[config.mk]
export PLATFORM = sky130hd
export DESIGN_NAME = crypto_irq_dma_map
export DESIGN_NICKNAME = d
export VERILOG_FILES = /design/src/rtl/crypto_map_pkg.sv /design/src/rtl/cm_reset_seq.sv /design/src/rtl/cm_regfile.sv /design/src/rtl/cm_event_route.sv /design/src/rtl/crypto_irq_dma_map.sv
export SDC_FILE = /design/constraint.sdc
export NUM_CORES = 1
export LEC_CHECK = 0
export BUFFER_PORTS_ARGS = -buffer_cell sky130_fd_sc_hd__buf_2
export CAP_MARGIN = 40
export CELL_PAD_IN_SITES_DETAIL_PLACEMENT = 1
export CELL_PAD_IN_SITES_GLOBAL_PLACEMENT = 1
export CORE_ASPECT_RATIO = 0.75
export CORE_MARGIN = 2
export CORE_UTILIZATION = 30
export CTS_BUF_LIST = sky130_fd_sc_hd__clkbuf_8
export DETAILED_ROUTE_END_ITERATION = 8
export PLACE_DENSITY_LB_ADDON = 0.1
export SLEW_MARGIN = 20
export SYNTH_ARGS = -nofsm -noshare
export SYNTH_HDL_FRONTEND = slang
export SYNTH_SLANG_ARGS = --single-unit
[constraint.sdc]
create_clock -name clk -period 1.4 [get_ports clk]
set_input_delay 0.14 -clock clk [delete_from_list [all_inputs] [get_ports clk]]
set_output_delay 0.14 -clock clk [all_outputs]
set_load 0.05 [all_outputs]
[src/rtl/crypto_map_pkg.sv]
package crypto_map_pkg;
  localparam int NSRC = 4;
  // source indices, shared by status, interrupt enable and DMA lanes
  localparam int SRC_CTX_IN   = 0;
  localparam int SRC_DATA_IN  = 1;
  localparam int SRC_DATA_OUT = 2;
  localparam int SRC_CTX_OUT  = 3;
  // configuration word bit positions
  localparam int CFG_DMA_DATA_IN  = 5;
  localparam int CFG_DMA_DATA_OUT = 6;
  localparam int CFG_DMA_CTX_IN   = 7;
  localparam int CFG_DMA_CTX_OUT  = 8;
  localparam int CFG_FOLD         = 9;
  localparam int SYS_DONE_BIT     = 0;

  typedef enum logic [1:0] {
    WORD_STATUS = 2'd0,
    WORD_IRQ_EN = 2'd1,
    WORD_CONFIG = 2'd2,
    WORD_SYS    = 2'd3
  } word_e;

  typedef struct packed {
    logic            fold;
    logic [NSRC-1:0] dma_en;   // indexed by source
  } cfg_t;
endpackage

[src/rtl/cm_reset_seq.sv]
module cm_reset_seq #(
  parameter int SETTLE = 4
) (
  input  logic clk,
  input  logic rst,
  output logic done
);
  localparam int CW = $clog2(SETTLE + 1);
  localparam logic [CW-1:0] LAST = CW'(SETTLE - 1);

  logic [CW-1:0] cnt;

  always_ff @(posedge clk) begin
    if (rst) begin
      cnt  <= '0;
      done <= 1'b0;
    end else if (!done) begin
      cnt  <= cnt + 1'b1;
      done <= (cnt == LAST);
    end
  end
endmodule

[src/rtl/cm_regfile.sv]
module cm_regfile
  import crypto_map_pkg::*;
#(
  parameter int DW = 32,
  parameter int AW = 4
) (
  input  logic            clk,
  input  logic            rst,
  input  logic            wr,
  input  logic [AW-1:0]   addr,
  input  logic [DW-1:0]   wdata,
  input  logic [NSRC-1:0] status,
  input  logic            done,
  output logic [NSRC-1:0] ien,
  output cfg_t            cfg,
  output logic [DW-1:0]   rdata
);
  logic  hit;
  word_e sel;
  logic [DW-1:0] rd_nx;

  assign sel = word_e'(addr[1:0]);

  generate
    if (AW > 2) begin : g_hi
      assign hit = (addr[AW-1:2] == '0);
    end else begin : g_nohi
      assign hit = 1'b1;
    end
  endgenerate

  always_ff @(posedge clk) begin
    if (rst) begin
      ien <= '0;
      cfg <= '0;
    end else if (wr && hit) begin
      case (sel)
        WORD_IRQ_EN: ien <= wdata[NSRC-1:0];
        WORD_CONFIG: begin
          cfg.dma_en[SRC_DATA_IN]  <= wdata[CFG_DMA_DATA_IN];
          cfg.dma_en[SRC_DATA_OUT] <= wdata[CFG_DMA_DATA_OUT];
          cfg.dma_en[SRC_CTX_IN]   <= wdata[CFG_DMA_CTX_IN];
          cfg.dma_en[SRC_CTX_OUT]  <= wdata[CFG_DMA_CTX_OUT];
          cfg.fold                 <= wdata[CFG_FOLD];
        end
        default: ;
      endcase
    end
  end

  always_comb begin
    rd_nx = '0;
    if (hit) begin
      case (sel)
        WORD_STATUS: rd_nx[NSRC-1:0] = status;
        WORD_IRQ_EN: rd_nx[NSRC-1:0] = ien;
        WORD_CONFIG: begin
          rd_nx[CFG_DMA_DATA_IN]  = cfg.dma_en[SRC_DATA_IN];
          rd_nx[CFG_DMA_DATA_OUT] = cfg.dma_en[SRC_DATA_OUT];
          rd_nx[CFG_DMA_CTX_IN]   = cfg.dma_en[SRC_CTX_IN];
          rd_nx[CFG_DMA_CTX_OUT]  = cfg.dma_en[SRC_CTX_OUT];
          rd_nx[CFG_FOLD]         = cfg.fold;
        end
        default: rd_nx[SYS_DONE_BIT] = done;
      endcase
    end
  end

  always_ff @(posedge clk) begin
    if (rst) rdata <= '0;
    else     rdata <= rd_nx;
  end
endmodule

[src/rtl/cm_event_route.sv]
module cm_event_route
  import crypto_map_pkg::*;
(
  input  logic [NSRC-1:0] ev,
  input  logic [NSRC-1:0] ien,
  input  cfg_t            cfg,
  input  logic            done,
  output logic            irq_nx,
  output logic [NSRC-1:0] dma_nx
);
  logic [NSRC-1:0] eff;

  generate
    for (genvar i = 0; i < NSRC; i++) begin : g_lane
      if (i == SRC_DATA_OUT) begin : g_dout
        assign eff[i] = ev[i] | (cfg.fold & ev[SRC_CTX_OUT]);
      end else if (i == SRC_CTX_OUT) begin : g_cout
        assign eff[i] = ev[i] & ~cfg.fold;
      end else begin : g_plain
        assign eff[i] = ev[i];
      end
      assign dma_nx[i] = done & cfg.dma_en[i] & eff[i];
    end
  endgenerate

  assign irq_nx = done & (|(eff & ien));
endmodule

[src/rtl/crypto_irq_dma_map.sv]
module crypto_irq_dma_map
  import crypto_map_pkg::*;
#(
  parameter int DW     = 32,
  parameter int AW     = 4,
  parameter int SETTLE = 4
) (
  input  logic          clk,
  input  logic          rst,
  input  logic          reg_wr,
  input  logic [AW-1:0] reg_addr,
  input  logic [DW-1:0] reg_wdata,
  output logic [DW-1:0] reg_rdata,
  input  logic          ev_ctx_in,
  input  logic          ev_data_in,
  input  logic          ev_data_out,
  input  logic          op_done,
  input  logic          save_ctx,
  output logic          irq,
  output logic          dma_ctx_in_req,
  output logic          dma_data_in_req,
  output logic          dma_data_out_req,
  output logic          dma_ctx_out_req
);
  logic [NSRC-1:0] ev_now;
  logic [NSRC-1:0] status_q;
  logic [NSRC-1:0] ien;
  cfg_t            cfg;
  logic            rst_done;
  logic            cfg_fold;
  logic            irq_nx;
  logic [NSRC-1:0] dma_nx;
  logic [NSRC-1:0] dma_q;
  logic            irq_q;

  assign ev_now[SRC_CTX_IN]   = ev_ctx_in;
  assign ev_now[SRC_DATA_IN]  = ev_data_in;
  assign ev_now[SRC_DATA_OUT] = ev_data_out;
  assign ev_now[SRC_CTX_OUT]  = op_done & save_ctx;
  assign cfg_fold             = cfg.fold;

  cm_reset_seq #(.SETTLE(SETTLE)) u_seq (
    .clk (clk),
    .rst (rst),
    .done(rst_done)
  );

  cm_regfile #(.DW(DW), .AW(AW)) u_regs (
    .clk   (clk),
    .rst   (rst),
    .wr    (reg_wr),
    .addr  (reg_addr),
    .wdata (reg_wdata),
    .status(status_q),
    .done  (rst_done),
    .ien   (ien),
    .cfg   (cfg),
    .rdata (reg_rdata)
  );

  cm_event_route u_route (
    .ev    (ev_now),
    .ien   (ien),
    .cfg   (cfg),
    .done  (rst_done),
    .irq_nx(irq_nx),
    .dma_nx(dma_nx)
  );

  always_ff @(posedge clk) begin
    if (rst) begin
      status_q <= '0;
      dma_q    <= '0;
      irq_q    <= 1'b0;
    end else begin
      status_q <= ev_now;
      dma_q    <= dma_nx;
      irq_q    <= irq_nx;
    end
  end

  assign irq              = irq_q;
  assign dma_ctx_in_req   = dma_q[SRC_CTX_IN];
  assign dma_data_in_req  = dma_q[SRC_DATA_IN];
  assign dma_data_out_req = dma_q[SRC_DATA_OUT];
  assign dma_ctx_out_req  = dma_q[SRC_CTX_OUT];
endmodule

* After elaboration in Yosys (flattened, before gate mapping) *
Index checks and enable logic that the tools add are counted.

cells by class
  add/sub/neg operators = 1
  multiply operators = 0
  div/mod/pow operators = 0
  order comparisons = 0
  eq/ne operators = 3
  shift operators = 0
  multiplexer cells = 3
  bitwise operators = 17
  reduce and logical (&&, ||, !) cells = 8

operator list
  kind                                                             count
  1-bit bitwise AND                                                12
  3-bit one-hot mux with 2 select lines                            1
  4-bit bitwise AND                                                1
  2-bit zero test                                                  2
  2-bit AND reduction                                              2
  4-bit OR reduction                                               1
  3-bit by 1-bit adder with 3-bit output, second input constant    1
  3-bit by 2-bit == test with 1-bit output, second input constant  1
  1-bit NOT                                                        3
  1-bit one-hot mux with 3 select lines                            1
  3-bit OR reduction                                               1
  2-bit by 1-bit == test with 1-bit output, second input constant  1
  2-bit == test, second input constant                             1
  2-bit OR reduction                                               1
  1-bit logical AND                                                1
  1-bit two-way mux                                                1
  1-bit bitwise OR                                                 1

storage, ports and cells
  register bits after elaboration = 54
  bits in latches = 0
  memory bits (writable) = 0
  ROM bits = 0
  input bits = 44
  output and inout port bits = 37
  logic and storage cells = 43
  memories = 0

* Logic depth before layout (Yosys ltp) *
  word-level depth = 6
  depth in mapped cells = 5
  depth with buffers taken out = 5

* Modules after synthesis *
A second synthesis with hierarchy kept.

second synthesis, totals
  cell total of the unflattened synthesis = 138
  area, all modules = 1450.1 um2

modules (own cells, without submodules)
  module              instances  cells an instance  area each (um2)
  cm_regfile          1          94                 953.4
  crypto_irq_dma_map  1          19                 266.5
  cm_reset_seq        1          15                 156.4
  cm_event_route      1          10                 73.8

* Least setup slack after synthesis *
No wires, ideal clock.

  path type = input to register
  start = input port reg_addr[0]
  end = register u_regs.cfg[0] (netlist name)
  arrival = 1027 ps
  required time = 1328 ps
  setup slack = 301 ps
  stages on the path = 4
  buffers on the path = 1
  cells stage by stage = buf_6 nand2b_4 nor4b_4 mux2i_1

between the ends
  word-level cells in the longest chain between the ends = 2

RTL lines
  item                                  line                      RTL
  start, declared                       crypto_irq_dma_map.sv:11  input logic [AW-1:0] reg_addr,
  2-bit == test                         cm_regfile.sv:37          case (sel)
  2-bit AND reduction (no source line)  n/a

No other way between the ends.
A chain may end at the register's enable or synchronous reset.

* Worst setup path after layout *
  start = register u_seq.cnt[0]
  end = register u_seq.cnt[2]

between the ends
  word-level cells in the longest chain between the ends = 1

RTL lines
  item                                    line                RTL
  start, declared                         cm_reset_seq.sv:11  logic [CW-1:0] cnt;
  start signal, assigned                  cm_reset_seq.sv:18  cnt <= cnt + 1'b1;
  3-bit by 1-bit adder with 3-bit output  cm_reset_seq.sv:18

No other way between the ends.

==> impl_metrics.json <==
{
  "outcome": "complete, no violations",
  "syn_to_final_growth_pct": 16.6,
  "grt_use_total_pct": 12.0,
  "p_sw_share_pct": 28.9,
  "drt-initial-drc-count": 37,
  "design_area_um2": 1630,
  "synth_edf_count": 0,
  "drt-pass1-iter-count": 4,
  "synth_top_family_by_area": "simple AND/OR/NAND/NOR gates",
  "cp.arrival_ns": 1.30,
  "ir_drop_mv": 0.399,
  "crit_chain": "ha_1 > ha_1 > nor2_1 > a21oi_1 > nor2_1",
  "fin_nets": 223,
  "h-tree-depth": 2,
  "finalHoldViolCount": 0,
  "hp-class": "primary input to flop",
  "chipHeight_um": 63.2,
  "rows": 21,
  "fill_cells": 517,
  "tritoncts": "yes",
  "power.internal_w": 0.00132,
  "viasPerCell": 4.24,
  "period_share_pct": 80.2,
  "gp_congestion": 0.685,
  "final_common_cell": "buf_2",
  "wl_per_cell_um": 12.4,
  "leakage_nw": 0.749,
  "cap_violations": 0,
  "grt_antenna_before_repair": 0,
  "design.core.area_um2": 4470,
  "synth_cell_types": 28,
  "io_pins": 81,
  "slowest_stage": "dfxtp_1",
  "io_buffers": 34,
  "power_frac_seq_pct": 50.3,
  "rsz0062_at_grt": "no",
  "ant_nets": 0,
  "path_class": "flop to flop",
  "endpoint_kind": "flop",
  "switchingPower_w": 0.000538,
  "drive_above_1_share_pct": 31.3,
  "synth_area_um2": 1400,
  "place_area_um2": 1560,
  "synth_fa_ha_area_share_pct": 1.79,
  "fin_crit_ns": 1.12,
  "grt_pass1_vias": 990,
  "pwr-share-clk_pct": 33.5,
  "post_cts_resize_count": 0,
  "critPathMaxStageDelay_ns": 0.32,
  "die_w_um": 82.9,
  "required_ns": 1.57,
  "route.detailed.drc": 0,
  "cp_max_fo": 2,
  "vias": 988,
  "final-setup-viol-count": 0,
  "start_kind": "flop",
  "ys_seq_elements": 31,
  "numCtsBuffers": 5,
  "synth_compound_area_share_pct": 2.41,
  "fmax_mhz": 890,
  "grt.overflow.total": 0,
  "antenna_cells": 0,
  "synth-main-ff-cell": "dfxtp_1",
  "synth.avg_cell_area_um2": 10.1,
  "grt_pass1_wl_um": 4770,
  "start_util_pct": 31.3,
  "power_density_nw_per_um2": 1140,
  "synthMuxAreaShare_pct": 10.9,
  "hold_buffers": 0,
  "synth_warnings": 0,
  "cts.sinks": 31,
  "drv_slew": 0,
  "cts_root_buf": "clkbuf_8",
  "layout_common_cells": "buf_2, dfxtp_1, conb_1",
  "grt_max_degree": 31,
  "wl_um": 2880,
  "syn_inst": 139,
  "detailed_place_hpwl_um": 2180,
  "worstSkewPairLatency_ns": 0.28,
  "timing.setup.tns_ns": 0,
  "synthArstFlopShare_pct": 0,
  "synth-simple-area-share_pct": 24.7,
  "combPwrFrac_pct": 16.1,
  "skew_ns": 0.00230,
  "clockBufferDepth": 2,
  "yosysSeqAreaShare_pct": 44.3,
  "post_cts_buffers": 0,
  "clkTransAtPathRegs_ns": 0.06,
  "synth_xor_area_share_pct": 0.626,
  "die-area_um2": 5240
}
## metrics by stage
| step | power (W) | util (%) | hold WS, ns | std cells | setup WS [ns] |
|---|---|---|---|---|---|
| after CTS | 0.00188 | 36.6 | 0.112 | 233 | 0.251 |
| after global placement | 0.00125 | 34.8 | 0.393 | 226 | 0.0270 |
| after global routing | 0.00196 | 36.6 | 0.117 | 233 | 0.227 |
| after floorplan | 0.00124 | - | 0.218 | 161 | 0.301 |
| final | 0.00186 | 36.6 | 0.116 | 233 | 0.277 |
| after detailed placement | 0.00126 | 34.9 | 0.405 | 227 | 0.217 |
## power by group through the flow
stage,sequential [W],combinational [W],clock (W)
after floorplan,0.000947,0.000290,0
after global placement,0.000954,0.000294,0
after detailed placement,0.000956,0.000302,0
after CTS,0.000936,0.000303,0.000645
after global routing,0.000938,0.000329,0.000698
final,0.000935,0.000300,0.000623
## sequential cells by signal (all words and copies together), names as in the netlist
| signal | count |
|---|---|
| u_regs.rdata | 9 |
| u_regs.cfg | 5 |
| dma_q | 4 |
| status_q | 4 |
| u_regs.ien | 4 |
| u_seq.cnt | 3 |
| irq | 1 |
| u_seq.done | 1 |
## Yosys cell counts, types with 2 or more instances
cell type | number | area share (%)
dfxtp_1 | 31 | 44
nor2_1 | 13 | 3.5
clkbuf_1 | 5 | 1.3
nor4_1 | 3 | 1.3
ha_1 | 2 | 1.8
and2_1 | 5 | 2.2
mux2_2 | 2 | 1.6
nor2b_1 | 4 | 1.8
nand2b_1 | 10 | 4.5
buf_4 | 23 | 12
or2b_2 | 8 | 5.0
nand2_1 | 2 | 0.54
mux2i_1 | 13 | 9.3
inv_1 | 2 | 0.54
and3_1 | 2 | 0.89
a21oi_1 | 2 | 0.71
## logic make-up after synthesis
logic type,count (synthesis)
other,1
DFF,31
muxes,15
buffers and inverters,31
AOI/OAI and AO/OA,5
adders and majority gates,2
and+or+nand+nor,53
xor gates and xnor gates,1
## final cells by class
class                           instances  area (µm²)  area share [%]
Multi-Input combinational cell         99         652            39.9
Clock inverter                          1        3.75           0.230
Tap cell                               57        71.3            4.37
Timing Repair Buffer                   38         209            12.8
Clock buffer                            5        68.8            4.21
Inverter                                2        7.51           0.460
Sequential cell                        31         621            38.0
## path summary, 6_finish.rpt
path	startpoint	endpoint	slack, ns	cells past startpoint
setup reg to reg	u_seq.cnt[0]	u_seq.cnt[2]	0.28	5
hold reg to reg	u_regs.cfg[2]	dma_q[2]	0.44	2
hold / removal	reg_wdata[7]	u_regs.cfg[0]	0.12	3
setup / recovery	u_seq.cnt[0]	u_seq.cnt[2]	0.28	5
## per-layer routing
layer | vias up | wire length (µm) | GRT usage [%]
met5 | - | 0 | 0
met4 | 0 | 48 | 7.38
met3 | 6 | 235 | 4.06
met2 | 46 | 1210 | 17.3
met1 | 451 | 1390 | 15.3
li1 | 485 | - | -
## worst max-delay path, delay by kind of cell, from the launching register on
family / cells / cell delay (ns)
AOI/OAI and AO/OA: 1 / 0.14
and+or+nand+nor: 2 / 0.09
adders and majority gates: 2 / 0.48
DFF: 1 / 0.32
Power figures use the tool's default switching activity.
